--- config.mk ---
export PLATFORM = sky130hd
export DESIGN_NAME = smb_read_master
export DESIGN_NICKNAME = d
export VERILOG_FILES = /design/src/rtl/smb_read_pkg.sv /design/src/rtl/smb_read_tick.sv /design/src/rtl/smb_read_shreg.sv /design/src/rtl/smb_read_master.sv
export SDC_FILE = /design/constraint.sdc
export NUM_CORES = 1
export LEC_CHECK = 0
export ABC_AREA = 1
export BUFFER_PORTS_ARGS = -buffer_cell sky130_fd_sc_hd__buf_4
export CORE_MARGIN = 3
export CORE_UTILIZATION = 55
export CTS_CLUSTER_DIAMETER = 120
export DETAILED_ROUTE_END_ITERATION = 8
export PLACE_DENSITY_LB_ADDON = 0.12
export SLEW_MARGIN = 15
export SYNTH_ARGS = -nofsm -noshare
export SYNTH_HDL_FRONTEND = slang
export SYNTH_SLANG_ARGS = --single-unit
export TNS_END_PERCENT = 50
--- constraint.sdc ---
create_clock -name clk_i -period 2 [get_ports clk_i]
set_input_delay 0.3 -clock clk_i [delete_from_list [all_inputs] [get_ports clk_i]]
set_output_delay 0.3 -clock clk_i [all_outputs]
set_load 0.02 [all_outputs]
--- src/rtl/smb_read_pkg.sv ---
package smb_read_pkg;
  typedef enum logic [3:0] {
    ST_IDLE,
    ST_START_A,
    ST_START_B,
    ST_LO,
    ST_HI,
    ST_HOLD_RX,
    ST_HOLD,
    ST_STOP_A,
    ST_STOP_B,
    ST_STOP_C
  } smb_state_e;

  function automatic logic scl_released(input smb_state_e s);
    return (s == ST_IDLE) || (s == ST_START_A) || (s == ST_START_B) ||
           (s == ST_HI) || (s == ST_STOP_B) || (s == ST_STOP_C);
  endfunction

  function automatic logic phase_timed(input smb_state_e s);
    return (s != ST_IDLE) && (s != ST_HOLD_RX) && (s != ST_HOLD);
  endfunction
endpackage

--- src/rtl/smb_read_tick.sv ---
module smb_read_tick #(
  parameter int DIV_W = 8
) (
  input  logic             clk_i,
  input  logic             rst_ni,
  input  logic             en_i,
  input  logic             stall_i,
  input  logic [DIV_W-1:0] div_i,
  output logic             tick_o
);
  logic [DIV_W-1:0] cnt_q;

  always_ff @(posedge clk_i or negedge rst_ni) begin
    if (!rst_ni)                cnt_q <= '0;
    else if (!en_i)             cnt_q <= '0;
    else if (stall_i)           cnt_q <= cnt_q;
    else if (cnt_q == div_i)    cnt_q <= '0;
    else                        cnt_q <= cnt_q + 1'b1;
  end

  assign tick_o = en_i && !stall_i && (cnt_q == div_i);
endmodule

--- src/rtl/smb_read_shreg.sv ---
module smb_read_shreg #(
  parameter int W = 8
) (
  input  logic         clk_i,
  input  logic         rst_ni,
  input  logic         load_i,
  input  logic [W-1:0] load_val_i,
  input  logic         shift_i,
  input  logic         bit_i,
  output logic [W-1:0] q_o
);
  always_ff @(posedge clk_i or negedge rst_ni) begin
    if (!rst_ni)      q_o <= '0;
    else if (load_i)  q_o <= load_val_i;
    else if (shift_i) q_o <= {q_o[W-2:0], bit_i};
  end
endmodule

--- src/rtl/smb_read_master.sv ---
module smb_read_master
  import smb_read_pkg::*;
#(
  parameter int DIV_W  = 8,
  parameter int DATA_W = 8
) (
  input  logic              clk_i,
  input  logic              rst_ni,
  input  logic [DIV_W-1:0]  div_i,
  input  logic              cmd_start_i,
  input  logic [DATA_W-2:0] slave_addr_i,
  input  logic              ack_wr_i,
  input  logic              ack_val_i,
  input  logic              stop_req_i,
  input  logic              data_wr_i,
  input  logic [DATA_W-1:0] data_i,
  input  logic              scl_i,
  input  logic              sda_i,
  output logic              scl_oe_o,
  output logic              sda_oe_o,
  output logic              irq_o,
  output logic              ack_req_o,
  output logic              busy_o,
  output logic              tx_mode_o,
  output logic              addr_nack_o,
  output logic              slave_nack_o,
  output logic [DATA_W-1:0] rx_data_o
);
  localparam int BIT_W = $clog2(DATA_W + 1);
  localparam logic [BIT_W-1:0] LAST_BIT = BIT_W'(DATA_W - 1);
  localparam logic [BIT_W-1:0] ACK_BIT  = BIT_W'(DATA_W);

  smb_state_e        state_q;
  logic [BIT_W-1:0]  bit_q;
  logic              tx_q, is_addr_q, ack_val_q, stop_pend_q, switch_pend_q;
  logic              addr_nack_q, slave_nack_q, sda_q;
  logic [DATA_W-1:0] tx_byte_q, rx_data_q, sh_q;
  logic              tick, stall, scl_rel, sda_next;
  logic              sh_load, sh_shift;
  logic [DATA_W-1:0] sh_val;
  logic              hi_done, data_bit;

  assign scl_rel  = scl_released(state_q);
  assign stall    = scl_rel && !scl_i && (state_q != ST_IDLE);
  assign hi_done  = (state_q == ST_HI) && tick;
  assign data_bit = (bit_q < ACK_BIT);

  smb_read_tick #(.DIV_W(DIV_W)) u_tick (
    .clk_i   (clk_i),
    .rst_ni  (rst_ni),
    .en_i    (phase_timed(state_q)),
    .stall_i (stall),
    .div_i   (div_i),
    .tick_o  (tick)
  );

  // Loads: address at start, host byte from hold, switched byte after the NACK bit
  always_comb begin
    sh_load = 1'b0;
    sh_val  = data_i;
    if (state_q == ST_IDLE && cmd_start_i) begin
      sh_load = 1'b1;
      sh_val  = {slave_addr_i, 1'b1};
    end else if (state_q == ST_HOLD && !stop_req_i && data_wr_i && !addr_nack_q) begin
      sh_load = 1'b1;
    end else if (hi_done && !data_bit && switch_pend_q && !stop_pend_q) begin
      sh_load = 1'b1;
      sh_val  = tx_byte_q;
    end
  end

  assign sh_shift = hi_done && data_bit;

  smb_read_shreg #(.W(DATA_W)) u_shreg (
    .clk_i      (clk_i),
    .rst_ni     (rst_ni),
    .load_i     (sh_load),
    .load_val_i (sh_val),
    .shift_i    (sh_shift),
    .bit_i      (sda_i),
    .q_o        (sh_q)
  );

  always_comb begin
    unique case (state_q)
      ST_START_B, ST_STOP_A, ST_STOP_B: sda_next = 1'b1;
      ST_LO, ST_HI: begin
        if (data_bit) sda_next = tx_q ? !sh_q[DATA_W-1] : 1'b0;
        else          sda_next = tx_q ? 1'b0 : ack_val_q;
      end
      default: sda_next = 1'b0;
    endcase
  end

  always_ff @(posedge clk_i or negedge rst_ni) begin
    if (!rst_ni) begin
      state_q       <= ST_IDLE;
      bit_q         <= '0;
      tx_q          <= 1'b0;
      is_addr_q     <= 1'b0;
      ack_val_q     <= 1'b0;
      stop_pend_q   <= 1'b0;
      switch_pend_q <= 1'b0;
      addr_nack_q   <= 1'b0;
      slave_nack_q  <= 1'b0;
      tx_byte_q     <= '0;
      rx_data_q     <= '0;
      sda_q         <= 1'b0;
    end else begin
      sda_q <= sda_next;  // one cycle behind SCL so SDA never moves on an SCL edge
      unique case (state_q)
        ST_IDLE: if (cmd_start_i) begin
          state_q       <= ST_START_A;
          tx_q          <= 1'b1;
          is_addr_q     <= 1'b1;
          bit_q         <= '0;
          addr_nack_q   <= 1'b0;
          slave_nack_q  <= 1'b0;
          stop_pend_q   <= 1'b0;
          switch_pend_q <= 1'b0;
        end
        ST_START_A: if (tick) state_q <= ST_START_B;
        ST_START_B: if (tick) state_q <= ST_LO;
        ST_LO:      if (tick) state_q <= ST_HI;
        ST_HI: if (tick) begin
          if (data_bit) begin
            bit_q <= bit_q + 1'b1;
            if (!tx_q && bit_q == LAST_BIT) begin
              rx_data_q <= {sh_q[DATA_W-2:0], sda_i};
              state_q   <= ST_HOLD_RX;
            end else begin
              state_q <= ST_LO;
            end
          end else begin
            bit_q     <= '0;
            is_addr_q <= 1'b0;
            if (stop_pend_q) begin
              state_q <= ST_STOP_A;
            end else if (switch_pend_q) begin
              switch_pend_q <= 1'b0;
              tx_q          <= 1'b1;
              state_q       <= ST_LO;
            end else if (tx_q && is_addr_q) begin
              if (!sda_i) begin
                tx_q    <= 1'b0;
                state_q <= ST_LO;
              end else begin
                addr_nack_q <= 1'b1;
                state_q     <= ST_HOLD;
              end
            end else if (tx_q) begin
              slave_nack_q <= sda_i;
              state_q      <= ST_HOLD;
            end else begin
              state_q <= ack_val_q ? ST_LO : ST_HOLD;
            end
          end
        end
        ST_HOLD_RX: begin
          if (stop_req_i) stop_pend_q <= 1'b1;
          if (data_wr_i) begin
            switch_pend_q <= 1'b1;
            tx_q          <= 1'b1;
            tx_byte_q     <= data_i;
            ack_val_q     <= 1'b0;
            state_q       <= ST_LO;
          end else if (ack_wr_i) begin
            ack_val_q <= ack_val_i;
            state_q   <= ST_LO;
          end
        end
        ST_HOLD: begin
          if (stop_req_i) begin
            state_q <= ST_STOP_A;
          end else if (data_wr_i && !addr_nack_q) begin
            tx_q         <= 1'b1;
            bit_q        <= '0;
            slave_nack_q <= 1'b0;
            state_q      <= ST_LO;
          end
        end
        ST_STOP_A: if (tick) state_q <= ST_STOP_B;
        ST_STOP_B: if (tick) state_q <= ST_STOP_C;
        ST_STOP_C: if (tick) state_q <= ST_IDLE;
        default:   state_q <= ST_IDLE;
      endcase
    end
  end

  assign scl_oe_o     = !scl_rel;
  assign sda_oe_o     = sda_q;
  assign irq_o        = (state_q == ST_HOLD_RX) || (state_q == ST_HOLD);
  assign ack_req_o    = (state_q == ST_HOLD_RX);
  assign busy_o       = (state_q != ST_IDLE);
  assign tx_mode_o    = tx_q && busy_o;
  assign addr_nack_o  = addr_nack_q;
  assign slave_nack_o = slave_nack_q;
  assign rx_data_o    = rx_data_q;
endmodule

==> results_dict.tcl <==
set metrics [dict create \
    status "finished, violations left" \
    failed_checks "hold timing" \
    stdcell_area_mm2 0.00375 \
    fin_crit_ns 1.95 \
    ys_seq_area_share_pct 41.6 \
    ir_worst_vdd_uv 814 \
    first_global_vias 2653 \
    fin_skew_ns 0.00653 \
    cts-root-buf "clkbuf_8" \
    coreArea_mm2 0.00491 \
    io_pins 48 \
    tightest_slew_ns 0.604 \
    drv_slew 0 \
    cts.sinks 48 \
    multiInputGateArea_mm2 0.00151 \
    p_per_area_mw_per_mm2 1290 \
    grtUsageTotal_pct 25.1 \
    synth_compound_area_share_pct 13.0 \
    rows 25 \
    fillers 392 \
    num_antenna_cells 0 \
    synthAdderAreaFrac_pct 0.867 \
    worstPathMaxFanout 6 \
    fin_nets 505 \
    tritoncts "yes" \
    fin_cells 539 \
    dr.pass1.iters 4 \
    crit_type "reg2reg" \
    antenna_found_initial 0 \
    dieWidth_um 78.4 \
    reg2reg_depth 12 \
    yosysUniqueCellTypes 37 \
    drive_above_1_share_pct 29.0 \
    cp.required_ns 2.20 \
    numCtsBuffers 5 \
    fmax_mhz 513 \
    rsz0062_at_grt "true" \
    dpl_cell_area_mm2 0.00339 \
    register_area_mm2 0.00120 \
    start_util_pct 58.8 \
    drtAntennaViolNets 0 \
    drc 0 \
    r2r_setup_slack_ns 0.05 \
    grt_max_degree 49 \
    synthXorXnorAreaFrac_pct 1.52 \
    critical_path_arrival_ns 2.15 \
    path_clk_slew_ns 0.09 \
    worstSetupEndpoint "u_shreg.q_o[1]$_DFFE_PN0P_" \
    clock_latency_ns 0.30 \
    vias 2783 \
    syn_area_mm2 0.00289 \
    io_buffer_count 47 \
    synth_seq_cells 48 \
    vias_per_cell 5.16 \
    wl_per_cell_um 13.7 \
    max_cap_viol_count 0 \
    timing.rr.end "u_shreg.q_o[1]$_DFFE_PN0P_" \
    critPathLaunch "state_q[2]$_DFFE_PN0P_" \
    setup_violations 0 \
    max_slew_margin_pct 59.7 \
    muxShareOfSynthArea_pct 1.56 \
    dieArea_mm2 0.00615 \
    grt_overflow 0 \
    synth.net_count 423 \
    synth-simple-area-share_pct 32.3 \
    fin_hold_ws_ns -0.000840 \
    area_delta_synth_final_pct 29.9 \
    h-tree-depth 2 \
    cp-start-kind "flip-flop" \
    post_synth.cell_area_avg_um2 7.42 \
    gp_congestion 0.926 \
    end_kind "flip-flop" \
    placed_cells 511 \
    reg2reg_from "state_q[2]$_DFFE_PN0P_" \
    leakage_nw 1.92 \
    drt-initial-drc-count 123 \
    synth_top_family_by_area "simple AND/OR/NAND/NOR gates" \
    grt_pass1_wl_um 12300 \
    clk_path_buf_depth 2 \
    die_h_um 78.4 \
    netlist_instances 389 \
    routed_wl_um 7380 \
    hold_class "in2async" \
    hold_violations 1 \
    finalCritPeriodShare_pct 97.5 \
    ys_warn_count 0 \
    hpwl_um 5430 \
]
synthesized netlist by cell type:
| master | count | share of area (%) |
|---|---|---|
| a21oi_1 | 11 | 1.9 |
| nor2_8 | 1 | 0.69 |
| nor3_2 | 2 | 0.69 |
| o21ai_1 | 15 | 2.6 |
| and3_1 | 1 | 0.22 |
| inv_2 | 9 | 1.2 |
| nand3_2 | 1 | 0.35 |
| inv_1 | 51 | 6.6 |
| nand4_4 | 2 | 1.5 |
| nor2_1 | 41 | 5.3 |
| nor2_4 | 4 | 1.6 |
| ha_1 | 2 | 0.87 |
| nand2_1 | 102 | 13 |
| o31ai_1 | 1 | 0.26 |
| clkbuf_1 | 2 | 0.26 |
| dfrtp_1 | 48 | 42 |
| a221oi_1 | 1 | 0.30 |
| nor2_2 | 4 | 0.87 |
| buf_6 | 1 | 0.39 |
| nand3_1 | 15 | 2.6 |
| o21a_1 | 1 | 0.26 |
| o22ai_1 | 7 | 1.5 |
| nand2_2 | 8 | 1.7 |
| nand4_1 | 7 | 1.5 |
| nor3_1 | 6 | 1.0 |
| o221ai_1 | 1 | 0.30 |
| o21ai_0 | 26 | 4.5 |
| xor2_1 | 5 | 1.5 |
| nor3_4 | 1 | 0.56 |
| o32ai_1 | 1 | 0.30 |
| nand2_4 | 1 | 0.39 |
| mux2_2 | 4 | 1.6 |
| inv_4 | 1 | 0.22 |
| o2111ai_1 | 1 | 0.30 |
| a22oi_1 | 3 | 0.78 |
| buf_2 | 1 | 0.17 |
| buf_4 | 1 | 0.26 |
cell families (layout without fill, tap and decap cells):
logic type | after synthesis | after routing
AO/OA/AOI/OAI | 68 | 68
multiplexers | 4 | 4
flip-flops | 48 | 48
AND/OR/NAND/NOR | 196 | 197
XOR/XNOR | 5 | 5
buffers and inverters | 66 | 148
adder cells (fa/ha/maj) | 2 | 2
where the power goes:
group | internal [mW] | leakage, nW | switching (mW) | total, mW
clock | 0.370 | 0.0541 | 0.327 | 0.697
combinational | 1.07 | 1.24 | 1.53 | 2.61
sequential | 1.28 | 0.623 | 0.263 | 1.55
placed cells by master (no fill, tap or decap), types with 3 or more instances in the layout:
| master | instances |
|---|---|
| nand2_4 | 3 |
| inv_1 | 51 |
| buf_4 | 77 |
| nand3_1 | 13 |
| nand4_1 | 7 |
| dfrtp_1 | 45 |
| o21ai_0 | 26 |
| nand2_2 | 7 |
| nand2_1 | 100 |
| a21oi_1 | 11 |
| dfrtp_2 | 3 |
| nor3_1 | 6 |
| mux2_2 | 4 |
| xor2_1 | 5 |
| a22oi_1 | 3 |
| nor2_4 | 7 |
| nor3_4 | 3 |
| inv_2 | 8 |
| nor2_2 | 6 |
| o21ai_1 | 15 |
| o22ai_1 | 7 |
| nor2_1 | 37 |
| clkbuf_8 | 5 |
through the flow:
step | TNS (ns) | setup slack [ns] | power [mW] | utilization (%)
finish | 0 | 0.0506 | 4.85 | 76.4
global route | -0.572 | -0.0744 | 5.23 | 76.4
CTS | 0 | 0.00551 | 4.53 | 72.0
detailed placement | -0.101 | -0.0476 | 3.73 | 69.0
global placement | -0.0626 | -0.0357 | 3.71 | 69.0
floorplan | 0 | 0.162 | 3.08 | -
worst max-delay path, cell delays in order (launching register included):
cell and delay (ns):
dfrtp_2 0.47, inv_4 0.11, nor2_4 0.05, nand2_2 0.08
inv_2 0.07, nor3_4 0.30, buf_6 0.16, nand4_4 0.14
buf_6 0.17, nand2_1 0.05, nand4_1 0.12, nand2_1 0.09
nand2_1 0.04
timing repair:
| item | CTS | global route |
|---|---|---|
| gates cloned | 0 | 1 |
| gates resized for setup | 2 | 24 |
| hold buffers | 0 | 0 |
| buffers inserted | 4 | 15 |
| setup endpoints to repair | 7 | 32 |
| pin swaps | 3 | 7 |
state kept, by name, indices dropped and copies added, names as in the netlist:
| register | flops |
|---|---|
| stop_pend_q | 1 |
| state_q | 4 |
| ack_val_q | 1 |
| addr_nack_o | 1 |
| tx_q | 1 |
| tx_byte_q | 8 |
| rx_data_o | 8 |
| u_tick.cnt_q | 8 |
| u_shreg.q_o | 8 |
| switch_pend_q | 1 |
| slave_nack_o | 1 |
| bit_q | 4 |
| is_addr_q | 1 |
| sda_oe_o | 1 |
layout make-up:
type                       count  area share (%)
multi-input combinational    276            40.3
sequential                    48            32.1
timing repair buffer          79            16.0
inverter                      61            6.31
tap                           67            2.24
clock buffer                   5            1.84
clock inverter                 3            1.13
metal layers:
layer | vias to the layer above | GRT usage [%] | routed length [um]
met1 | 1261 | 33.7 | 3300
met3 | 8 | 4.82 | 486
met5 | - | 0 | 0
met4 | 0 | 7.52 | 72
li1 | 1421 | - | -
met2 | 93 | 41.3 | 3520
worst min-delay path by stage:
stage / slack, ns / endpoint / cells after the start
CTS: 0.02 / u_tick.cnt_q[1]$_DFFE_PN0P_ / 1
detailed placement: 0.35 / u_tick.cnt_q[1]$_DFFE_PN0P_ / 1
global placement: 0.35 / u_tick.cnt_q[1]$_DFFE_PN0P_ / 1
finish: -0.0008 / u_tick.cnt_q[1]$_DFFE_PN0P_ / 1
global route: 0.04 / u_tick.cnt_q[1]$_DFFE_PN0P_ / 1
floorplan: 0.004 / ack_val_q$_DFFE_PN0P_ / 0
Note: power is estimated with default switching activity, not from simulation.
